===== config.mk =====
export PLATFORM = sky130hd
export DESIGN_NAME = adc_chan_fetch
export DESIGN_NICKNAME = d
export VERILOG_FILES = /design/src/rtl/adcseq_pkg.sv /design/src/rtl/spi_byte_engine.sv /design/src/rtl/gap_timer.sv /design/src/rtl/adc_chan_fetch.sv
export SDC_FILE = /design/constraint.sdc
export NUM_CORES = 1
export LEC_CHECK = 0
export BUFFER_PORTS_ARGS = -buffer_cell sky130_fd_sc_hd__clkbuf_2
export CAP_MARGIN = 20
export CORE_ASPECT_RATIO = 1.5
export CORE_UTILIZATION = 60
export DETAILED_ROUTE_END_ITERATION = 8
export PLACE_DENSITY = 0.82
export SLEW_MARGIN = 30
export SYNTH_ARGS = -nofsm -noshare
export SYNTH_HDL_FRONTEND = slang
export SYNTH_SLANG_ARGS = --single-unit

===== constraint.sdc =====
create_clock -name clk -period 2.75 [get_ports clk]
set_input_delay 0.1375 -clock clk [delete_from_list [all_inputs] [get_ports clk]]
set_output_delay 0.1375 -clock clk [all_outputs]
set_load 0.02 [all_outputs]

===== src/rtl/adcseq_pkg.sv =====
package adcseq_pkg;

  // command encodings seen by the converter
  localparam logic [3:0] OP_WRITE_HI = 4'b0101;
  localparam logic [7:0] OP_SYNC     = 8'hFC;
  localparam logic [7:0] OP_WAKE     = 8'h00;
  localparam logic [7:0] OP_READ     = 8'h01;

  // minimum idle after a command, in converter clock periods
  localparam int GAP_AFTER_WRITE = 4;
  localparam int GAP_AFTER_SYNC  = 24;
  localparam int GAP_AFTER_READ  = 50;

  // byte slots of one transaction
  localparam int NUM_SLOTS  = 9;
  localparam int FIRST_RX   = 6;
  localparam int SLOT_W     = 4;

  typedef enum logic [2:0] {
    SQ_IDLE,
    SQ_SEND,
    SQ_WAIT,
    SQ_GAP,
    SQ_FIN
  } seq_state_t;

  typedef enum logic [1:0] {
    BE_IDLE,
    BE_LEAD,
    BE_HIGH,
    BE_LOW
  } eng_state_t;

endpackage


===== src/rtl/spi_byte_engine.sv =====
module spi_byte_engine
  import adcseq_pkg::*;
#(
  parameter int HALF = 8
) (
  input  logic       clk,
  input  logic       rst,
  input  logic       go,
  input  logic [7:0] tx,
  input  logic       miso,
  output logic       sclk,
  output logic       mosi,
  output logic       done,
  output logic [7:0] rx
);

  localparam int CW = $clog2(HALF + 1);

  eng_state_t    st;
  logic [CW-1:0] cnt;
  logic [2:0]    bitn;
  logic [7:0]    sh;

  always_ff @(posedge clk) begin
    if (rst) begin
      st   <= BE_IDLE;
      cnt  <= '0;
      bitn <= '0;
      sh   <= '0;
      sclk <= 1'b0;
      mosi <= 1'b0;
      done <= 1'b0;
      rx   <= '0;
    end else begin
      done <= 1'b0;
      case (st)
        BE_IDLE: begin
          if (go) begin
            sh  <= tx;
            cnt <= CW'(HALF - 1);
            st  <= BE_LEAD;
          end
        end
        BE_LEAD, BE_LOW: begin
          if (cnt == '0) begin
            sclk <= 1'b1;
            mosi <= sh[7];
            sh   <= {sh[6:0], 1'b0};
            cnt  <= CW'(HALF - 1);
            bitn <= (st == BE_LEAD) ? 3'd0 : bitn + 3'd1;
            st   <= BE_HIGH;
          end else begin
            cnt <= cnt - 1'b1;
          end
        end
        BE_HIGH: begin
          if (cnt == '0) begin
            sclk <= 1'b0;
            rx   <= {rx[6:0], miso};
            if (bitn == 3'd7) begin
              done <= 1'b1;
              st   <= BE_IDLE;
            end else begin
              cnt <= CW'(HALF - 1);
              st  <= BE_LOW;
            end
          end else begin
            cnt <= cnt - 1'b1;
          end
        end
        default: st <= BE_IDLE;
      endcase
    end
  end

  // a high phase is never a single cycle
  assert_sclk_high_hold_R3: assert property (@(posedge clk) disable iff (rst)
    $rose(sclk) |=> sclk);

  // data line holds still while the clock is high
  assert_mosi_stable_high_R2: assert property (@(posedge clk) disable iff (rst)
    (sclk && $past(sclk)) |-> $stable(mosi));

endmodule


===== src/rtl/gap_timer.sv =====
module gap_timer #(
  parameter int W = 10
) (
  input  logic         clk,
  input  logic         rst,
  input  logic         load,
  input  logic [W-1:0] len,
  output logic         running
);

  logic [W-1:0] cnt;

  always_ff @(posedge clk) begin
    if (rst) begin
      cnt <= '0;
    end else if (load) begin
      cnt <= len;
    end else if (cnt != '0) begin
      cnt <= cnt - 1'b1;
    end
  end

  assign running = load || (cnt != '0);

  // a new gap is only started once the previous one has fully elapsed
  assert_gap_no_reload_R5: assert property (@(posedge clk) disable iff (rst)
    load |-> (cnt == '0));

endmodule


===== src/rtl/adc_chan_fetch.sv =====
module adc_chan_fetch
  import adcseq_pkg::*;
#(
  parameter int CONV_DIV  = 4,
  parameter int SCLK_HALF = 8,
  parameter int REG_ADDR  = 1
) (
  input  logic        clk,
  input  logic        rst,
  input  logic        start_i,
  input  logic [7:0]  chan_i,
  input  logic        dout_i,
  output logic        sclk_o,
  output logic        din_o,
  output logic        cs_n_o,
  output logic        busy_o,
  output logic [23:0] result_o,
  output logic        valid_o
);

  localparam int HALF = (SCLK_HALF > 2 * CONV_DIV) ? SCLK_HALF : 2 * CONV_DIV;
  localparam int GW   = $clog2(GAP_AFTER_READ * CONV_DIV + 1);
  localparam logic [SLOT_W-1:0] LAST = SLOT_W'(NUM_SLOTS - 1);

  seq_state_t        st;
  logic [SLOT_W-1:0] slot;
  logic [7:0]        chan_q;
  logic              go;
  logic              gap_load;
  logic              gap_run;
  logic              eng_done;
  logic [7:0]        eng_rx;
  logic [7:0]        tx_byte;
  logic [GW-1:0]     gap_len;

  function automatic logic [GW-1:0] gap_of(input logic [SLOT_W-1:0] s);
    case (s)
      4'd2:    gap_of = GW'(GAP_AFTER_WRITE * CONV_DIV);
      4'd3:    gap_of = GW'(GAP_AFTER_SYNC * CONV_DIV);
      4'd5:    gap_of = GW'(GAP_AFTER_READ * CONV_DIV);
      default: gap_of = '0;
    endcase
  endfunction

  always_comb begin
    case (slot)
      4'd0:    tx_byte = {OP_WRITE_HI, 4'(REG_ADDR)};
      4'd1:    tx_byte = 8'h00;
      4'd2:    tx_byte = chan_q;
      4'd3:    tx_byte = OP_SYNC;
      4'd4:    tx_byte = OP_WAKE;
      4'd5:    tx_byte = OP_READ;
      default: tx_byte = 8'h00;
    endcase
  end

  assign gap_len = gap_of(slot);

  always_ff @(posedge clk) begin
    if (rst) begin
      st       <= SQ_IDLE;
      slot     <= '0;
      chan_q   <= '0;
      go       <= 1'b0;
      gap_load <= 1'b0;
      busy_o   <= 1'b0;
      cs_n_o   <= 1'b1;
      valid_o  <= 1'b0;
      result_o <= '0;
    end else begin
      go       <= 1'b0;
      gap_load <= 1'b0;
      valid_o  <= 1'b0;
      case (st)
        SQ_IDLE: begin
          if (start_i) begin
            chan_q <= chan_i;
            slot   <= '0;
            busy_o <= 1'b1;
            cs_n_o <= 1'b0;
            st     <= SQ_SEND;
          end
        end
        SQ_SEND: begin
          go <= 1'b1;
          st <= SQ_WAIT;
        end
        SQ_WAIT: begin
          if (eng_done) begin
            if (slot >= SLOT_W'(FIRST_RX)) begin
              result_o <= {result_o[15:0], eng_rx};
            end
            if (slot == LAST) begin
              st <= SQ_FIN;
            end else if (gap_len != '0) begin
              gap_load <= 1'b1;
              st       <= SQ_GAP;
            end else begin
              slot <= slot + 1'b1;
              st   <= SQ_SEND;
            end
          end
        end
        SQ_GAP: begin
          if (!gap_run) begin
            slot <= slot + 1'b1;
            st   <= SQ_SEND;
          end
        end
        SQ_FIN: begin
          valid_o <= 1'b1;
          busy_o  <= 1'b0;
          cs_n_o  <= 1'b1;
          st      <= SQ_IDLE;
        end
        default: st <= SQ_IDLE;
      endcase
    end
  end

  spi_byte_engine #(.HALF(HALF)) u_eng (
    .clk  (clk),
    .rst  (rst),
    .go   (go),
    .tx   (tx_byte),
    .miso (dout_i),
    .sclk (sclk_o),
    .mosi (din_o),
    .done (eng_done),
    .rx   (eng_rx)
  );

  gap_timer #(.W(GW)) u_gap (
    .clk     (clk),
    .rst     (rst),
    .load    (gap_load),
    .len     (gap_len),
    .running (gap_run)
  );

  assert_cs_idle_clock_low_R8: assert property (@(posedge clk) disable iff (rst)
    cs_n_o |-> !sclk_o);

  assert_valid_ends_busy_R9: assert property (@(posedge clk) disable iff (rst)
    valid_o |-> !busy_o);

  assert_busy_until_valid_R11: assert property (@(posedge clk) disable iff (rst)
    busy_o |=> (busy_o || valid_o));

  assert_late_start_ignored_R10: assert property (@(posedge clk) disable iff (rst)
    (busy_o && start_i) |=> $stable(chan_q));

endmodule


==> summary.txt, run 1 <==
Run status
  – Status: complete, no violations

Logic synthesis
  – Synth area leader: dfxtp_1
  – Synth Net Count: 402
  – Yosys top cell area share: 45.7%
  – Top_reg_cell synth: dfxtp_1
  – Most frequent cell after synthesis: dfxtp_1
  – Number of warnings issued by yosys: 0
  – Top post-synthesis cells by area: dfxtp_1 46%, mux2i_1 11%, nor2_1 5.7%
  – Post-synth EDFFs: 0
  – Sequential area share after synthesis: 45.7%
  – Synth Instances: around 380
  – Register bit total from synthesis: 80
  – Post-synth top cells: 80 x dfxtp_1, 53 x nor2_1, 40 x mux2i_1
  – Synthesized cell area: roughly 0.0035 sq mm
  – Ys async rst share: 0%
  – Synth Area per Inst: a little over 9 sq um
  – Distinct cell type count after synthesis: 57

GRT
  – First-pass GRT wire length: approximately 11,000 um
  – Largest net degree at the start of global routing: 74
  – GRT overflow: 0
  – Initial antenna violation count: 0
  – Total Routing Usage GR: 24.1%
  – Vias in the first global route: 2,657

STA
  – Setup_tns: 0 ns
  – Tightest Pin Transition: approximately 0.79 ns
  – Final setup viols: 0
  – Max_slew headroom: 45.9%
  – Tcrit/Tclk final: between 80% and 90%
  – Clk_skew: ~0.013 ns
  – FMAX: between 0.4 and 0.5 GHz
  – RSZ-0062 raised after global routing: false
  – Final Slew Violations: 0
  – Final hold vios: 0
  – Fin crit period: between 2 and 2.5 ns
  – Min Hold Slack: ~0.018 ns

Clock tree
  – CTS tree: done
  – Clock tree sinks: 80
  – CTS max path bufs: 2
  – Clock-pin slew on the worst setup and hold paths: 0.09 ns
  – Clock Latency Late Sink: 0.35 ns
  – Root Buffer Master: clkbuf_8
  – Postcts setup bufs: 0
  – CTS H-tree lvls: 3
  – Num CTS Buffers: 9

Worst setup path
  – CP required: 3.00 ns
  – Highest-delay cell along the critical path: a2111oi_0
  – Top delay family on crit path: compound AO/OA/AOI/OAI gates
  – CP max FO: 12
  – WP buf/inv: 1
  – CP peak stage delay: between 0.7 and 0.8 ns
  – Worst setup EP type: flop
  – Startpoint Class: flop
  – WP data arrival: 2.47 ns
  – CP Cell Sequence: inv_1, ha_1, nor4_1, a2111oi_0, nor3_2, a41o_1
  – Critical path type: flop to flop

Placed design
  – DP Wirelength: around 4700 um
  – Input/output buffers: 40
  – Routability cong.: 0.852

Hold path
  – Hold crit path type: input port to flop

Floorplan
  – # IOs: 41
  – Num rows: 33
  – Horiz. Die Dim: roughly 64 um
  – Die Span Y: ~96 um
  – Initial core utilization: approximately 63%
  – DIE AREA: a little over 0.006 sq mm
  – Core area: approximately 0.0055 sq mm

Final layout
  – Share of cells above drive strength 1: 16.5%
  – Final nets: between 400 and 500
  – Area growth syn-to-layout: 13.7%
  – Fill count: 427
  – Antenna Diode Count: 0

Routing
  – Routed len/inst: around 14 um
  – Detailed Route WL: 7020 um
  – Vias after detailed routing: about 2,800
  – Residual DRC: 0
  – TritonRoute pass-1 iters: 4
  – Routed Antenna Nets: 0
  – Via density per instance: roughly 5.7
  – Initial DRC count: about 140

Power
  – Power share of the sequential group: between 40% and 50%
  – Sw frac: 30.3%
  – Power per cell area: around 700 mW/mm^2
  – LEAKAGE: about 1.8 nW
  – Comb power frac: 19.7%
  – VDD IR max: a little over 500 uV
  – P_int: a little under 0.002 W
  – Sw Pwr: roughly 0.00085 W
  – Clock power frac: between 30 and 40%

Flow run
  – Max Cap Viol: 0
-- per-layer routing --
layer,vias to the layer above,GRT usage (%),wire length [um]
met1,1318,25.1,3000
met5,-,0,0
li1,1432,-,-
met4,0,11.1,110
met3,10,4.90,202
met2,55,45.4,3710
-- registers in the layout, summed over array words and instances, names as in the netlist, 2 cells and up --
register	flops
u_gap.cnt	8
u_eng.rx	8
u_eng.st	2
chan_q	8
slot	4
u_eng.cnt	4
result_o	24
u_eng.bitn	3
u_eng.sh	8
st	3
-- cell families after synthesis --
kind of cell,share of synthesized area [%]
xor gates and xnor gates,0.250
DFF,45.7
and+or+nand+nor,19.8
adders and majority gates,2.86
AOI/OAI and AO/OA,15.1
buffers and inverters,4.53
muxes,11.7
-- cells in the final DEF (no fill, tap or decap), types with 3 or more instances in the layout --
cell type       n
nand3_1         6
nor2b_1         3
nor2_1         53
nor4_1          5
nand4_1         4
and3b_1         3
dfxtp_1        80
dlygate4sd3_1   6
o31ai_1         6
clkbuf_8       10
a211oi_1        6
clkbuf_2       40
nor3b_1         3
buf_4           3
mux2i_1        40
nor3_1          9
o21ai_0        10
nand2b_1        3
a21oi_1        24
nand2_1        35
a311oi_1        3
inv_1          12
ha_1            8
-- final cells by class --
class	instances	area, sq um	share of cell area [%]
multi-input combinational	266	1760	44.1
sequential	80	1600	40.2
timing repair buffer	49	283	7.10
clock buffer	10	138	3.45
tap	70	87.6	2.20
clock inverter	6	73.8	1.85
inverter	12	45.0	1.13
-- path summary, 6_finish.rpt --
kind                      startpoint                       to  slack [ns]  depth (start not counted)
max reg2reg     slot[0]$_SDFFE_PP0P_     slot[1]$_SDFFE_PP0P_        0.53                          6
max             slot[0]$_SDFFE_PP0P_     slot[1]$_SDFFE_PP0P_        0.53                          6
min                        chan_i[3]   chan_q[3]$_SDFFE_PP0P_        0.02                          3
min reg2reg  u_eng.mosi$_SDFFE_PP0P_  u_eng.mosi$_SDFFE_PP0P_        0.46                          2
-- what timing repair did --
action                                  4_1_cts  5_1_grt
hold buffers                                  4        2
endpoints found under the setup margin        0        0
gates resized for setup                       0        0
hold endpoints to repair                      4        2
-- power groups by stage --
stage / combinational [W] / sequential (W) / clock [W]
2_1_floorplan: 0.000453 / 0.00134 / 0
3_3_place_gp: 0.000518 / 0.00136 / 0
3_5_place_dp: 0.000539 / 0.00137 / 0
4_1_cts: 0.000550 / 0.00134 / 0.000914
5_1_grt: 0.000608 / 0.00136 / 0.000967
6_report: 0.000552 / 0.00134 / 0.000900
-- worst register-to-register path: cells and delay by family (launching register included) --
kind / cells / cell delay [ns]
adders and majority gates: 1 / 0.40
DFF: 1 / 0.37
and+or+nand+nor: 2 / 0.25
buffers and inverters: 1 / 0.11
AOI/OAI and AO/OA: 2 / 0.98
-- through the flow --
stage / instances / power, W / area (sq um) / utilization (%) / worst slack (ns)
3_5_place_dp: 471 / 0.00191 / 3710 / 67.1 / 0.573
4_1_cts: 491 / 0.00280 / 3970 / 71.7 / 0.547
6_report: 493 / 0.00279 / 3990 / 72.0 / 0.527
3_3_place_gp: 471 / 0.00188 / 3710 / 67.1 / 0.722
2_1_floorplan: 382 / 0.00179 / 3510 / - / 0.910
5_1_grt: 493 / 0.00293 / 3990 / 72.0 / 0.432
(Power assumes the default switching activity.)
==> run 2: changes to the inputs <==
CORE_UTILIZATION = 52   (was 60)
PLACE_DENSITY = 0.75   (was 0.82)
clock period = 1.8 ns   (was 2.75 ns; I/O delays follow)
==> summary.txt, run 2 (same netlist as run 1, synthesis figures left out) <==
STA
  – Max_slew headroom: 62.6% (was 45.9%)
  – Worst setup margin: -0.0668 ns (was 0.527 ns)
  – Final hold vios: 0 (unchanged)
  – Clk_skew: 0.0115 ns (was 0.0128 ns)
  – RSZ-0062 raised after global routing: true (was false)
  – Tightest Pin Transition: 0.560 ns (was 0.791 ns)
  – Min Hold Slack: 0.162 ns (was 0.0179 ns)
  – Fin crit period: 1.87 ns (was 2.22 ns)
  – FMAX: 0.536 GHz (was 0.450 GHz)
  – Tcrit/Tclk final: 104% (was 80.8%)
  – Final Slew Violations: 0 (unchanged)
  – Setup_tns: -0.0721 ns (was 0 ns)
  – Final setup viols: 2 (was 0)

GRT
  – First-pass GRT wire length: 13,100 um (was 11,500 um)
  – Total Routing Usage GR: 23.2% (was 24.1%)
  – Initial antenna violation count: 0 (unchanged)
  – GRT overflow: 0 (unchanged)
  – Vias in the first global route: 2,968 (was 2,657)
  – Largest net degree at the start of global routing: 40 (was 74)

Power
  – Total power: 0.00496 W (was 0.00279 W)
  – LEAKAGE: 2.05 nW (was 1.76 nW)
  – VDD IR max: 701 uV (was 513 uV)
  – Power per cell area: 1080 mW/mm^2 (was 701 mW/mm^2)

Clock tree
  – CTS H-tree lvls: 3 (unchanged)
  – Clock-pin slew on the worst setup and hold paths: 0.09 ns (about the same)
  – Clock tree sinks: 80 (unchanged)
  – CTS tree: done (unchanged)
  – Clock Latency Late Sink: 0.37 ns (was 0.35 ns)
  – Num CTS Buffers: 9 (unchanged)
  – Root Buffer Master: clkbuf_8 (unchanged)
  – CTS max path bufs: 2 (unchanged)

Floorplan
  – Core area: 0.00649 sq mm (was 0.00553 sq mm)
  – Num rows: 36 (was 33)
  – Die Span Y: 103 um (was 95.6 um)
  – Horiz. Die Dim: 69.0 um (was 64.4 um)
  – Initial core utilization: 54.1% (was 63.4%)
  – # IOs: 41 (unchanged)
  – DIE AREA: 0.00708 sq mm (was 0.00616 sq mm)

Routing
  – Detailed Route WL: 8570 um (was 7020 um)
  – TritonRoute pass-1 iters: 5 (was 4)
  – Initial DRC count: 196 (was 143)
  – Via density per instance: 5.78 (was 5.71)
  – Residual DRC: 0 (unchanged)
  – Routed Antenna Nets: 0 (unchanged)
  – Routed len/inst: 15.8 um (was 14.2 um)
  – Vias after detailed routing: 3,127 (was 2,815)

Hold path
  – Hold Path Cell Cnt: 3 (unchanged)
  – Worst hold path endpoint: u_eng.sh[7]$_SDFFE_PP0P_ (was chan_q[3]$_SDFFE_PP0P_)
  – Hold Path Origin: rst (was chan_i[3])
  – Hold crit path type: input port to flop (unchanged)

Flow run
  – Max Cap Viol: 0 (unchanged)

Placed design
  – Routability cong.: 0.901 (was 0.852)
  – DP Wirelength: 5340 um (was 4720 um)
  – Input/output buffers: 40 (unchanged)

Final layout
  – Most frequent cells in the layout: 76 x dfxtp_1, 53 x nor2_1, 40 x mux2i_1, 40 x clkbuf_2, 36 x buf_4 (was 80 x dfxtp_1, 53 x nor2_1, 40 x mux2i_1, 40 x clkbuf_2, 35 x nand2_1)
  – Final nets: 480 (was 438)
  – Most common cell after layout, fill and taps aside: dfxtp_1 (unchanged)
  – Finished Core Util: 70.4% (was 72.0%)
  – Area growth syn-to-layout: 30.3% (was 13.7%)
  – Largest register by flop count: result_o (unchanged)
  – Antenna Diode Count: 0 (unchanged)
  – Share of cells above drive strength 1: 27.7% (was 16.5%)
  – Max reg flops: 24 (unchanged)

Worst setup path
  – Reg2reg end: slot[2]$_SDFFE_PP0P_ (was slot[1]$_SDFFE_PP0P_)
  – Startpoint Class: flop (unchanged)
  – CP Cell Sequence: or4_4, o311ai_4, o2111ai_2, a32o_2 (was inv_1, ha_1, nor4_1, a2111oi_0, nor3_2, a41o_1)
  – R2R setup slack: -0.07 ns (was 0.53 ns)
  – CP max FO: 5 (was 12)
  – Worst setup path start: u_gap.cnt[7]$_SDFFE_PP0N_ (was slot[0]$_SDFFE_PP0P_)
  – Worst setup EP type: flop (unchanged)
  – CP required: 2.07 ns (was 3.00 ns)
  – Critical path type: flop to flop (unchanged)
  – FF-to-FF path depth: 4 (was 6)
  – Highest-delay cell along the critical path: or4_4 (was a2111oi_0)
  – CP peak stage delay: 0.55 ns (was 0.71 ns)
  – WP data arrival: 2.13 ns (was 2.47 ns)
  – Worst R2R Start: u_gap.cnt[7]$_SDFFE_PP0N_ (was slot[0]$_SDFFE_PP0P_)

Run status
  – Failing checks: setup timing
  – Status: finished with violations (was complete, no violations)
-- run 2: worst max-delay path: cells and delay by family (launching register included) --
family | cells | cell delay [ns]
AO/OA/AOI/OAI | 3 | 0.86
flip-flops | 1 | 0.35
AND/OR/NAND/NOR | 1 | 0.55
-- run 2: what timing repair did --
action                                 in CTS  in global routing
resized for setup                           8                 21
setup buffers                               1                  6
hold buffers                                9                  0
setup endpoints to repair                   9                 44
cloned                                      0                  3
endpoints found under the hold margin       9                  0
pin swaps                                   4                  3
-- run 2: layout make-up --
| class | count | area [sq um] |
|---|---|---|
| clock buffers | 10 | 138 |
| clock inverters | 6 | 115 |
| fillers | 510 | 1920 |
| inverters | 12 | 45.0 |
| multi-input cells | 266 | 1890 |
| flip-flops and latches | 80 | 1610 |
| well taps | 76 | 95.1 |
| repair buffers | 91 | 682 |
-- run 2: power breakdown --
| part | internal, W | leakage [nW] | switching [W] |
|---|---|---|---|
| clock | 0.000966 | 0.123 | 0.000704 |
| combinational | 0.000670 | 1.28 | 0.000599 |
| sequential | 0.00190 | 0.651 | 0.000115 |
| total | 0.00354 | 2.05 | 0.00142 |
-- run 2: worst max path at each step --
stage,end,slack (ns)
2_1_floorplan,result_o[10]$_SDFFE_PP0P_,-0.04
3_5_place_dp,slot[1]$_SDFFE_PP0P_,-0.07
3_3_place_gp,slot[2]$_SDFFE_PP0P_,-0.04
4_1_cts,slot[2]$_SDFFE_PP0P_,-0.04
5_1_grt,slot[2]$_SDFFE_PP0P_,-0.09
6_report,slot[2]$_SDFFE_PP0P_,-0.07
-- run 2: per-layer routing --
metal / GRT usage, % / vias to the layer above / wire [um]
met5: 0 / - / 0
li1: - / 1515 / -
met2: 42.7 / 79 / 4540
met1: 25.4 / 1514 / 3490
met4: 11.3 / 0 / 218
met3: 4.69 / 19 / 315
-- run 2: per-stage QoR --
stage / cell area (sq um) / setup slack, ns / cells
after floorplan: 3510 / -0.0405 / 382
after global placement: 3970 / -0.0419 / 506
after detailed placement: 3970 / -0.0695 / 506
after CTS: 4340 / -0.0439 / 532
after global routing: 4570 / -0.0879 / 541
final: 4570 / -0.0668 / 541
